File: config.mk
export PLATFORM = sky130hd
export DESIGN_NAME = id_lock_regfile
export DESIGN_NICKNAME = d
export VERILOG_FILES = /design/src/rtl/id_lock_pkg.sv /design/src/rtl/id_addr_decode.sv /design/src/rtl/id_byte_bank.sv /design/src/rtl/id_seal_ctrl.sv /design/src/rtl/id_lock_regfile.sv
export SDC_FILE = /design/constraint.sdc
export NUM_CORES = 1
export LEC_CHECK = 0
export BUFFER_PORTS_ARGS = -buffer_cell sky130_fd_sc_hd__buf_4
export CORE_AREA = 2 2 89 91
export CTS_CLUSTER_SIZE = 14
export DETAILED_ROUTE_END_ITERATION = 12
export DIE_AREA = 0 0 91 93
export GPL_ROUTABILITY_DRIVEN = 0
export GPL_TIMING_DRIVEN = 0
export PLACE_DENSITY = 0.67
export SLEW_MARGIN = 15
export SYNTH_ARGS = -nofsm -noshare
export SYNTH_HDL_FRONTEND = slang
export SYNTH_SLANG_ARGS = --single-unit
File: constraint.sdc
create_clock -name clk -period 2.3 [get_ports clk]
set_input_delay 0 -clock clk [delete_from_list [all_inputs] [get_ports clk]]
set_output_delay 0 -clock clk [all_outputs]
set_load 0.05 [all_outputs]
File: src/rtl/id_lock_pkg.sv
package id_lock_pkg;
  typedef enum logic [1:0] {
    SEL_NONE = 2'd0,
    SEL_ID   = 2'd1,
    SEL_CTRL = 2'd2
  } reg_sel_e;
endpackage

File: src/rtl/id_addr_decode.sv
module id_addr_decode
  import id_lock_pkg::*;
#(
  parameter int              ADDR_W    = 8,
  parameter int              ID_BYTES  = 8,
  parameter logic [ADDR_W-1:0] ID_BASE = 8'h10,
  parameter logic [ADDR_W-1:0] CTRL_AD = 8'h18,
  localparam int             IDX_W     = (ID_BYTES > 1) ? $clog2(ID_BYTES) : 1
) (
  input  logic [ADDR_W-1:0] addr,
  output reg_sel_e          sel,
  output logic [IDX_W-1:0]  idx
);
  localparam logic [ADDR_W-1:0] ID_END = ID_BASE + ADDR_W'(ID_BYTES);

  logic [ADDR_W-1:0] offset;

  always_comb begin
    offset = addr - ID_BASE;
    idx    = offset[IDX_W-1:0];
    if (addr == CTRL_AD)
      sel = SEL_CTRL;
    else if (addr >= ID_BASE && addr < ID_END)
      sel = SEL_ID;
    else
      sel = SEL_NONE;
  end
endmodule

File: src/rtl/id_byte_bank.sv
module id_byte_bank #(
  parameter int  DATA_W   = 8,
  parameter int  ID_BYTES = 8,
  localparam int IDX_W    = (ID_BYTES > 1) ? $clog2(ID_BYTES) : 1
) (
  input  logic                         clk,
  input  logic                         rst,
  input  logic                         we,
  input  logic                         sealed,
  input  logic [IDX_W-1:0]             idx,
  input  logic [DATA_W-1:0]            wdata,
  output logic [ID_BYTES*DATA_W-1:0]   id_flat
);
  for (genvar g = 0; g < ID_BYTES; g++) begin : g_byte
    logic [DATA_W-1:0] byte_q;
    always_ff @(posedge clk) begin
      if (rst)
        byte_q <= '0;
      else if (we && !sealed && idx == IDX_W'(g))
        byte_q <= wdata;
    end
    assign id_flat[g*DATA_W +: DATA_W] = byte_q;
  end
endmodule

File: src/rtl/id_seal_ctrl.sv
module id_seal_ctrl #(
  parameter int  DATA_W   = 8,
  parameter int  SEAL_BIT = 7
) (
  input  logic              clk,
  input  logic              rst,
  input  logic              we,
  input  logic [DATA_W-1:0] wdata,
  output logic [DATA_W-1:0] ctrl_q,
  output logic              sealed
);
  localparam logic [DATA_W-1:0] SEAL_MASK = DATA_W'(1) << SEAL_BIT;

  always_ff @(posedge clk) begin
    if (rst)
      ctrl_q <= '0;
    else if (we)
      ctrl_q <= wdata | (ctrl_q & SEAL_MASK);
  end

  assign sealed = ctrl_q[SEAL_BIT];
endmodule

File: src/rtl/id_lock_regfile.sv
module id_lock_regfile
  import id_lock_pkg::*;
#(
  parameter int                ADDR_W   = 8,
  parameter int                DATA_W   = 8,
  parameter int                ID_BYTES = 8,
  parameter logic [ADDR_W-1:0] ID_BASE  = 8'h10,
  parameter logic [ADDR_W-1:0] CTRL_AD  = 8'h18,
  parameter int                SEAL_BIT = 7
) (
  input  logic              clk,
  input  logic              rst,
  input  logic              wr_en,
  input  logic [7:0]        addr,
  input  logic [7:0]        wdata,
  output logic [7:0]        rdata
);
  localparam int IDX_W = (ID_BYTES > 1) ? $clog2(ID_BYTES) : 1;

  reg_sel_e                   sel;
  logic [IDX_W-1:0]           idx;
  logic [ID_BYTES*DATA_W-1:0] id_flat;
  logic [DATA_W-1:0]          ctrl_q;
  logic                       sealed;

  id_addr_decode #(
    .ADDR_W(ADDR_W), .ID_BYTES(ID_BYTES), .ID_BASE(ID_BASE), .CTRL_AD(CTRL_AD)
  ) u_dec (
    .addr(addr), .sel(sel), .idx(idx)
  );

  id_byte_bank #(
    .DATA_W(DATA_W), .ID_BYTES(ID_BYTES)
  ) u_bank (
    .clk(clk), .rst(rst), .we(wr_en && sel == SEL_ID), .sealed(sealed),
    .idx(idx), .wdata(wdata), .id_flat(id_flat)
  );

  id_seal_ctrl #(
    .DATA_W(DATA_W), .SEAL_BIT(SEAL_BIT)
  ) u_ctrl (
    .clk(clk), .rst(rst), .we(wr_en && sel == SEL_CTRL), .wdata(wdata),
    .ctrl_q(ctrl_q), .sealed(sealed)
  );

  always_comb begin
    unique case (sel)
      SEL_ID:   rdata = id_flat[idx*DATA_W +: DATA_W];
      SEL_CTRL: rdata = ctrl_q;
      default:  rdata = '0;
    endcase
  end
endmodule

# After elaboration in Yosys (flattened, before gate mapping)
# Cells that the tools add are included.
# word_totals
latchBits,0
ram_bits,0
word_cells,41
output_inout_bits,8
mem_count,0
register_bits,72
romBits,0
# op_classes
eq_ne,10
n_reduce_logical,14
shifts,1
n_lt_le_gt_ge,2
bitwise,1
n_div,0
n_mux,3
addsub,1
n_mul,0
# op_table
operator,count
64-bit by 7-bit variable part select with 8-bit output,1
8-bit one-hot mux with 2 select lines,1
3-bit == test (second input constant),4
1-bit logical AND,12
8-bit by 5-bit == test with 1-bit output (second input constant),1
8-bit by 5-bit >= comparator with 1-bit output (second input constant),1
8-bit by 5-bit less-than comparator with 1-bit output (second input constant),1
8-bit OR,1
3-bit by 2-bit == test with 1-bit output (second input constant),2
3-bit by 1-bit == test with 1-bit output (second input constant),1
3-bit zero test,1
3-bit by 1-bit subtractor with 3-bit output (second input constant),1
2-bit by 1-bit == test with 1-bit output (second input constant),1
2-bit == test (second input constant),1
2-bit 2-to-1 mux,1
1-bit zero test,1
1-bit 2-to-1 mux,1

# Longest topological paths before layout
# Gate-level depths: netlist (run 1).
# depth
depth_word,8
mapped_depth,6
mapped_depth_nobuf,3

# By module
# A second synthesis (run 1) with hierarchy kept.
# unflattened
cells_unflattened,342
area_unflattened_um2,3648.5
# by_module_without_submodules
module,seq_area_each_um2,cells_each,n_inst,area_each_um2
id_byte_bank,1281.2,233,1,2580.0
id_lock_regfile,0.0,75,1,725.7
id_seal_ctrl,160.2,27,1,287.8
id_addr_decode,0.0,7,1,55.1

# Least setup slack after synthesis (run 1)
# No wires, ideal clock.
# synth_path
path_kind,input-to-output
start,input addr[0]
end,output rdata[4]
t_arrival_ns,1.943
setup_slack_ns,0.357
required_time_ns,2.300
cell_stages,5
path_cell_list,clkbuf_1 > buf_2 > nand2b_1 > o22ai_1 > o31ai_1
# synth_between
elab_chain_len,6
# synth_rtl
item,line_no,source
"start, declared",id_lock_regfile.sv:14,"input logic [7:0] addr,"
"parallel branches: the longest is 5 deep, another holds 3-bit by 1-bit subtractor with 3-bit output",n/a,
8-bit one-hot mux with 2 select lines (*),id_lock_regfile.sv:47,unique case (sel)
"end, declared",id_lock_regfile.sv:16,output logic [7:0] rdata
# Mark *: on every way between the ends.

# Worst setup path after layout (run 1)
# layout_path
start,input addr[7]
end,output rdata[1]
# layout_between
elab_chain_len,6
# layout_rtl
item,line_no,source
8-bit by 5-bit >= comparator with 1-bit output / 8-bit by 5-bit less-than comparator with 1-bit output (equally long branches),id_addr_decode.sv:23,else if (addr >= ID_BASE && addr < ID_END)
1-bit logical AND,id_addr_decode.sv:23,
1-bit 2-to-1 mux,id_addr_decode.sv:23,
2-bit 2-to-1 mux (*),id_addr_decode.sv:21,if (addr == CTRL_AD)
2-bit == test / 2-bit by 1-bit == test with 1-bit output (equally long branches),id_lock_regfile.sv:47,
8-bit one-hot mux with 2 select lines (*),id_lock_regfile.sv:47,
# Mark *: on every way between the ends. The rest lies on a longest branch, timed or not.

==> results.py, run 1 <==
metrics = {
    "outcome": {
        "outcome": "completed",
    },
    "timing": {
        "clock_skew_ns": 0.00517,
        "worstMarginPinSlew_ns": 0.547,
        "clock.fmax_ghz": 0.594,
        "fin_tns_setup_ns": 0,
        "grt_setup_unrepaired": "false",
        "finalMaxSlewViolations": 0,
        "finalHoldViolCount": 0,
        "post-route-min-period_ns": 1.68,
        "fin_crit_sh": 0.733,
        "finalSetupViolCount": 0,
        "maxSlewHeadroom": 0.635,
    },
    "synth": {
        "synth_seq_cells": 72,
        "yosys.area.top_type": "dfxtp_1",
        "syn_area_per_cell_um2": 10.5,
        "yosysWarnings": 0,
        "syn_inst": 348,
        "synthTopCellsByArea": "dfxtp_1 39%, mux2i_1 18%, nand2b_1 13%",
        "yosysTopAreaCellShare": 0.394,
        "ys_seq_area_frac": 0.394,
        "syn_area_um2": 3660,
        "synthesis.nets": 367,
        "yosys.cell_types.count": 30,
    },
    "cells_and_area": {
        "final_nets": 411,
        "layout-drive-gt1-share": 0.214,
        "area_delta_synth_final_pct": 18.1,
        "layout_common_cells": "76 x nand2b_1, 72 x dfxtp_1, 65 x mux2i_1",
        "final_core_util": 0.574,
        "nFillCells": 678,
        "n_antenna_cell": 0,
        "multiInputGateArea_um2": 2050,
        "regArea_um2": 1440,
        "stdcell_area_um2": 4320,
        "final_common_cell": "nand2b_1",
    },
    "clocking": {
        "cts_buffers": 9,
        "cts_tree": "built",
        "clockBufferDepth": 2,
        "root_buffer": "clkbuf_8",
        "path_clk_slew_ns": 0.08,
        "htreeDepth": 3,
        "post_cts_resized": 0,
        "cts_hold_buf": 8,
        "cts_setup_buffers": 0,
        "clk_latency_ns": 0.35,
        "clkSinkCount": 72,
    },
    "detailed_routing": {
        "wl_met2_um": 4450,
        "first_iter_violations": 112,
        "drt-wirelength-per-cell_um": 18.8,
        "first_pass_iters": 4,
        "met1Wirelength_um": 4380,
        "wl_um": 9370,
        "ant_nets": 0,
        "via_per_inst": 5.47,
        "num_vias": 2729,
        "dr_wl_met3_um": 304,
        "drc_errors": 0,
        "top_layer": "met4",
    },
    "critical_path": {
        "criticalPathCategory": "in -> out",
        "worst-path-max-fanout": 10,
        "critical_path_depth": 7,
        "crit_start": "addr[7]",
        "cp-end-kind": "output port",
        "slowest_delay_ns": 0.43,
        "reg2reg_depth": 4,
        "cp.arrival_ns": 1.68,
        "cpMaxStageDelayCell": "nor4b_4",
        "timing.rr.end": "u_bank.g_byte[0].byte_q[3]",
        "cp_top_family": "buffers and inverters",
        "rr_startpoint": "u_ctrl.ctrl_q[7]",
        "endpoint": "rdata[1]",
        "crit_chain": "buf_4 > nor4b_4 > buf_2 > buf_2 > nand4b_1 > o31ai_1 > buf_4",
        "cp_num_buf_inv": 4,
        "regToRegSetupSlack_ns": 0.77,
        "worstPathRequired_ns": 2.30,
        "critPathLaunchType": "primary input",
    },
    "power_and_ir_drop": {
        "pwr-share-comb": 0.078,
        "p_per_area_nw_per_um2": 649,
        "p_seq_frac": 0.445,
        "p_switching_mw": 0.624,
        "peakVddDrop_v": 0.000302,
        "pwr-share-clk": 0.476,
        "p_leak_nw": 1.91,
        "switching_share": 0.223,
        "p_int_mw": 2.18,
    },
    "place": {
        "io_buffers": 25,
        "dp.final_hpwl_um": 6600,
        "dpl-instance-area_um2": 3970,
    },
    "global_routing": {
        "overflow": 0,
        "grt_start_max_net_pins": 14,
        "grt_pass1_vias": 2833,
        "grt_pass1_wl_um": 15100,
        "gr-usage-all-layers": 0.236,
        "antenna_found_initial": 0,
    },
    "die": {
        "start_util": 0.486,
        "dieArea_um2": 8460,
        "pin_count": 27,
        "die_h_um": 93,
        "fp.dieW_um": 91,
        "row_count": 32,
        "core_um2": 7530,
    },
    "hold_path": {
        "min_path_type": "in -> reg",
    },
    "flow_run": {
        "drv_cap": 0,
    },
}
-- worst min path at each step --
stage          startpoint                to  slack (ns)  depth (start not counted)
2_1_floorplan    wdata[0]  u_ctrl.ctrl_q[0]        0.15                          2
3_3_place_gp     wdata[2]  u_ctrl.ctrl_q[2]        0.29                          3
3_5_place_dp     wdata[0]  u_ctrl.ctrl_q[0]        0.30                          3
4_1_cts           addr[3]  u_ctrl.ctrl_q[2]        0.15                          4
5_1_grt           addr[3]  u_ctrl.ctrl_q[2]        0.18                          4
6_report          addr[3]  u_ctrl.ctrl_q[2]        0.16                          4
-- state kept, by name (all words and copies together) (netlist names) --
| register | flops |
|---|---|
| u_bank.g_byte.byte_q | 64 |
| u_ctrl.ctrl_q | 8 |
-- final cells by class --
class	instances	share of cell area
tap	102	0.0295
buffer	36	0.0382
clock inverter	7	0.0330
multi-input combinational	240	0.475
clock buffer	9	0.0287
sequential	72	0.334
timing repair buffer	33	0.0620
-- worst register-to-register path, cell delays in order, from the launching register on --
cell	delay [ns]
dfxtp_1	0.38
nor3_2	0.38
and3_1	0.21
buf_2	0.28
mux2i_1	0.22
-- power groups by stage --
stage,clock (mW),sequential [mW],combinational (mW)
floorplan,0,1.28,0.127
global placement,0,1.28,0.206
detailed placement,0,1.28,0.208
CTS,1.35,1.25,0.219
global route,1.40,1.25,0.235
finish,1.33,1.25,0.219
-- logic make-up after synthesis --
logic type	synth area share
DFF	0.394
AOI/OAI and AO/OA	0.0609
muxes	0.270
and+or+nand+nor	0.230
buffers and inverters	0.0452
-- cells in the mapped netlist --
cell      number
nor2_1         2
mux2i_1       65
buf_1          9
or3b_1         1
o31ai_2        1
and3_1         2
a41oi_1        1
nor3b_4        1
nand2b_1      76
o31ai_1       14
a21oi_1        7
nand4b_1      12
nor3_2         1
nand3_2        3
nor3b_1        1
clkbuf_1      13
nor2b_1       10
o22ai_1        7
or4b_1         1
mux4_2         8
nand4_1        7
a311o_1        1
a211oi_1       1
buf_6          2
and3b_1        2
buf_2         12
dfxtp_1       72
or2_2          1
nor4b_4        1
mux2_2        14
-- per-layer routing --
layer | vias up | track usage
li1 | 1331 | -
met1 | 1320 | 0.308
met2 | 59 | 0.397
met3 | 19 | 0.0355
met4 | 0 | 0.0947
met5 | - | 0
-- stage by stage --
| step | total power [mW] | hold slack (ns) | setup WS (ns) | instances |
|---|---|---|---|---|
| detailed placement | 1.48 | 0.296 | 0.639 | 475 |
| CTS | 2.82 | 0.147 | 0.635 | 499 |
| global route | 2.89 | 0.176 | 0.499 | 499 |
| global placement | 1.48 | 0.290 | 0.644 | 475 |
| floorplan | 1.40 | 0.154 | 0.357 | 348 |
| finish | 2.80 | 0.163 | 0.615 | 499 |
No activity file was read; power rests on OpenSTA's default activity.
==> inputs of run 2 (changes only) <==
Clock period 2.3 ns to 1.65 ns, I/O delays scaled along.
==> run 2 against run 1 <==
Effect of this change: power up 24%; global-route usage down 0.15 points; critical path type is now reg -> out; non-clock buffer count up 2; via count up 0.66%; first-iteration DRC count up 2.7%; routed wire length up 0.81%; critical path depth down 3; clock skew up 0.00075 ns; sequential power up 39%.
==> results.py, run 2 (synthesis gave the netlist of run 1 again) <==
metrics = {
    "clocking": {
        "clkSinkCount": 72,
        "cts_buffers": 9,
        "clk_latency_ns": 0.35,
        "htreeDepth": 3,
        "path_clk_slew_ns": 0.08,
        "cts_tree": "built",
        "clockBufferDepth": 2,
        "root_buffer": "clkbuf_8",
    },
    "cells_and_area": {
        "largest_register_ffs": 64,
        "n_antenna_cell": 0,
        "layout_common_cells": "76 x nand2b_1, 71 x dfxtp_1, 65 x mux2i_1",
        "layout-drive-gt1-share": 0.243,
        "final_cells": 501,
        "stdcell_area_um2": 4340,
        "reg_top3": "u_bank.g_byte.byte_q x64, u_ctrl.ctrl_q x8",
        "area_delta_synth_final_pct": 18.6,
        "regMostFlops": "u_bank.g_byte.byte_q",
        "nFillCells": 698,
        "final_core_util": 0.576,
        "multiInputGateArea_um2": 2100,
        "final_common_cell": "nand2b_1",
        "regArea_um2": 1440,
        "final_nets": 413,
    },
    "die": {
        "die_h_um": 93,
        "row_count": 32,
        "dieArea_um2": 8460,
        "pin_count": 27,
        "fp.dieW_um": 91,
        "start_util": 0.486,
        "core_um2": 7530,
    },
    "critical_path": {
        "worst-path-max-fanout": 2,
        "cp-end-kind": "output port",
        "cp.arrival_ns": 1.60,
        "critPathLaunchType": "flip-flop",
        "worstPathRequired_ns": 1.65,
        "criticalPathCategory": "reg -> out",
    },
    "timing": {
        "finalSetupViolCount": 0,
        "finalHoldViolCount": 0,
        "fin_ws_ns": 0.0506,
        "clock.fmax_ghz": 0.625,
        "holdWs_ns": 0.167,
        "post-route-min-period_ns": 1.60,
        "maxSlewHeadroom": 0.655,
        "finalMaxSlewViolations": 0,
        "worstMarginPinSlew_ns": 0.517,
        "clock_skew_ns": 0.00592,
        "grt_setup_unrepaired": "true",
        "fin_crit_sh": 0.969,
    },
    "power_and_ir_drop": {
        "peakVddDrop_v": 0.000519,
        "p_per_area_nw_per_um2": 801,
        "p_leak_nw": 1.91,
    },
    "detailed_routing": {
        "drt-wirelength-per-cell_um": 18.8,
        "via_per_inst": 5.48,
        "first_iter_violations": 115,
        "drc_errors": 0,
        "first_pass_iters": 5,
        "wl_um": 9440,
        "num_vias": 2747,
        "ant_nets": 0,
    },
    "global_routing": {
        "grt_pass1_wl_um": 15300,
        "gr-usage-all-layers": 0.235,
        "antenna_found_initial": 0,
        "grt_start_max_net_pins": 14,
        "grt_pass1_vias": 2803,
        "overflow": 0,
    },
    "outcome": {
        "outcome": "completed",
    },
    "place": {
        "dp.final_hpwl_um": 6650,
        "post-place-ws_ns": -0.0325,
        "io_buffers": 25,
        "place_inst": 475,
        "dpl-instance-area_um2": 4010,
    },
    "flow_run": {
        "drv_cap": 0,
    },
    "hold_path": {
        "min_path_type": "in -> reg",
    },
}
run 2: cell types whose count changed in the layout (fill, tap and decap cells not counted), sizes merged:
| cell | before | now |
|---|---|---|
| buf | 48 | 50 |
| clkinv | 2 | 5 |
| bufinv | 4 | 1 |
run 2: path summary, 6_finish.rpt:
check                              from                          to  slack, ns  depth (start not counted)
max          u_bank.g_byte[7].byte_q[2]                    rdata[2]       0.05                          4
min                             addr[5]            u_ctrl.ctrl_q[4]       0.17                          5
max reg2reg            u_ctrl.ctrl_q[7]  u_bank.g_byte[0].byte_q[2]       0.21                          4
min reg2reg  u_bank.g_byte[0].byte_q[7]  u_bank.g_byte[0].byte_q[7]       0.48                          2
run 2: layer usage:
| metal | up-vias | part of all wire | GRT usage |
|---|---|---|---|
| li1 | 1330 | - | - |
| met1 | 1346 | 0.47 | 0.307 |
| met2 | 58 | 0.48 | 0.396 |
| met3 | 13 | 0.029 | 0.0475 |
| met4 | 0 | 0.014 | 0.0682 |
| met5 | - | 0 | 0 |
run 2: worst max-delay path, cell delays in order (launching register included):
cell and delay, ns:
dfxtp_1 0.31, mux4_2 0.48, nor2b_1 0.12, o31ai_1 0.11, buf_4 0.22
run 2: layout make-up:
cell class | instances | area share
Tap cell | 102 | 0.0294
Buffer | 36 | 0.0395
Timing Repair Buffer | 35 | 0.0695
Clock inverter | 7 | 0.0164
Sequential cell | 72 | 0.333
Multi-Input combinational cell | 240 | 0.484
Clock buffer | 9 | 0.0286
run 2: timing repair:
action / in CTS / in global routing
hold buffers: 8 / 0
setup endpoints to repair: 3 / 9
buffers inserted: 0 / 2
gates cloned: 0 / 0
gates resized for setup: 2 / 12
hold endpoints to repair: 8 / 0
pin swaps: 0 / 3
run 2: metrics by stage:
stage	power, mW	setup TNS (ns)
finish	3.47	0
global route	3.59	0
detailed placement	2.07	-0.0557
floorplan	1.96	-0.473
global placement	2.07	-0.0396
CTS	3.48	0
run 2: power by group:
part	internal (mW)	switching, mW	total, mW	leakage, nW
registers	1.74	0.00119	1.74	0.580
clock network	0.701	0.718	1.42	0.103
logic	0.140	0.178	0.318	1.23
total	2.58	0.897	3.47	1.91
==> inputs of run 3 (changes only) <==
Settings changed: PLACE_DENSITY 0.67 to 0.69.
Clock period 1.65 ns to 1.4 ns, I/O delays scaled along.
==> run 3 against run 2 <==
Effect of this change: critical endpoint is now rdata[5]; non-clock buffer count grew 1; setup slack lost 0.22 ns; core utilization grew 0.76 points; global-route usage is essentially flat; first-iteration DRC count shrank 2.6%; critical path depth is the same; power grew 10%; the run now ends with negative setup slack left.
==> results.py, run 3 (synthesis gave the netlist of run 1 again) <==
metrics = {
    "outcome": {
        "outcome": "finished, violations left",
        "violations": "negative setup slack",
    },
    "clocking": {
        "cts_tree": "built",
        "path_clk_slew_ns": 0.07,
        "cts_buffers": 9,
        "htreeDepth": 3,
        "root_buffer": "clkbuf_8",
        "clockBufferDepth": 2,
        "clk_latency_ns": 0.34,
        "clkSinkCount": 72,
    },
    "hold_path": {
        "hold_end": "u_ctrl.ctrl_q[0]",
        "hold_path_depth": 5,
        "min_path_type": "in -> reg",
        "min_from": "addr[5]",
    },
    "timing": {
        "worstMarginPinSlew_ns": 0.525,
        "clock_skew_ns": 0.00749,
        "finalSetupViolCount": 8,
        "fin_crit_sh": 1.12,
        "finalMaxSlewViolations": 0,
        "finalHoldViolCount": 0,
        "fin_tns_setup_ns": -1.07,
        "clock.fmax_ghz": 0.638,
        "maxSlewHeadroom": 0.650,
        "post-route-min-period_ns": 1.57,
        "fin_ws_ns": -0.168,
        "holdWs_ns": 0.158,
        "grt_setup_unrepaired": "true",
    },
    "detailed_routing": {
        "num_vias": 2733,
        "drt-wirelength-per-cell_um": 18.9,
        "via_per_inst": 5.46,
        "first_pass_iters": 4,
        "ant_nets": 0,
        "first_iter_violations": 112,
        "wl_um": 9460,
        "drc_errors": 0,
    },
    "place": {
        "dp.final_hpwl_um": 6580,
        "io_buffers": 25,
        "place_inst": 475,
        "dpl-instance-area_um2": 4020,
    },
    "global_routing": {
        "antenna_found_initial": 0,
        "grt_pass1_wl_um": 15200,
        "grt_start_max_net_pins": 12,
        "overflow": 0,
        "grt_pass1_vias": 2751,
        "gr-usage-all-layers": 0.235,
    },
    "cells_and_area": {
        "n_antenna_cell": 0,
        "stdcell_area_um2": 4390,
        "final_cells": 501,
        "regMostFlops": "u_bank.g_byte.byte_q",
        "final_common_cell": "nand2b_1",
        "layout_common_cells": "76 x nand2b_1, 65 x mux2i_1, 63 x dfxtp_1",
        "area_delta_synth_final_pct": 20.2,
        "largest_register_ffs": 64,
        "layout-drive-gt1-share": 0.276,
        "reg_top3": "u_bank.g_byte.byte_q x64, u_ctrl.ctrl_q x8",
        "final_nets": 414,
    },
    "die": {
        "dieArea_um2": 8460,
        "core_um2": 7530,
        "fp.dieW_um": 91,
        "die_h_um": 93,
        "start_util": 0.486,
        "pin_count": 27,
        "row_count": 32,
    },
    "critical_path": {
        "crit_start": "u_bank.g_byte[0].byte_q[5]",
        "worstPathRequired_ns": 1.40,
        "critPathLaunchType": "flip-flop",
        "worst-path-max-fanout": 2,
        "criticalPathCategory": "reg -> out",
        "rr_startpoint": "u_ctrl.ctrl_q[7]",
        "regToRegSetupSlack_ns": 0.03,
        "reg2reg_depth": 4,
        "cp-end-kind": "output port",
        "timing.rr.end": "u_bank.g_byte[5].byte_q[6]",
        "cp.arrival_ns": 1.57,
    },
    "power_and_ir_drop": {
        "p_per_area_nw_per_um2": 872,
        "power.total_mw": 3.83,
        "p_leak_nw": 1.92,
        "peakVddDrop_v": 0.000415,
    },
    "flow_run": {
        "drv_cap": 0,
    },
}
[run 3: cell type report]
| cell class | count | area [um^2] |
|---|---|---|
| Buffer | 36 | 184 |
| Clock buffer | 11 | 131 |
| Clock inverter | 4 | 22.5 |
| Fill cell | 660 | 3130 |
| Multi-Input combinational cell | 240 | 2140 |
| Sequential cell | 72 | 1450 |
| Tap cell | 102 | 128 |
| Timing Repair Buffer | 36 | 333 |
[run 3: how the worst max path moves through the flow]
stage,endpoint,slack (ns),cells after the start
CTS,rdata[3],-0.19,4
global route,rdata[4],-0.22,4
detailed placement,rdata[7],-0.28,7
finish,rdata[5],-0.17,4
floorplan,rdata[4],-0.12,5
global placement,rdata[7],-0.26,7
[run 3: routing by layer]
metal,GRT usage,wire (um),vias up,share of wire
met5,0,0,-,0
met4,0.0922,137,0,0.014
met3,0.0379,386,13,0.041
met2,0.390,4570,61,0.48
met1,0.310,4360,1320,0.46
li1,-,-,1339,-
[run 3: worst max-delay path, stage by stage, from the launching register on]
cell	delay (ns)
dfxtp_1	0.35
mux4_2	0.48
nor2_2	0.15
o31ai_4	0.09
buf_6	0.16
[run 3: power by group]
part / internal, mW / leakage [nW] / switching, mW
registers: 2.05 / 0.584 / 0.00136
clock network: 0.626 / 0.0789 / 0.769
logic: 0.173 / 1.25 / 0.216
total: 2.85 / 1.92 / 0.986
[run 3: metrics by stage]
step                      utilization  worst slack (ns)
after floorplan                     -            -0.118
after global placement          0.534            -0.260
after detailed placement        0.534            -0.280
after CTS                       0.577            -0.189
after global routing            0.584            -0.217
final                           0.584            -0.168
[run 3: what timing repair did]
| action | CTS | global route |
|---|---|---|
| cloned | 0 | 0 |
| endpoints found under the setup margin | 40 | 17 |
| pin swaps | 11 | 2 |
| setup buffers | 2 | 1 |
| hold buffers | 8 | 0 |
| hold endpoints to repair | 8 | 0 |
| resized for setup | 22 | 14 |
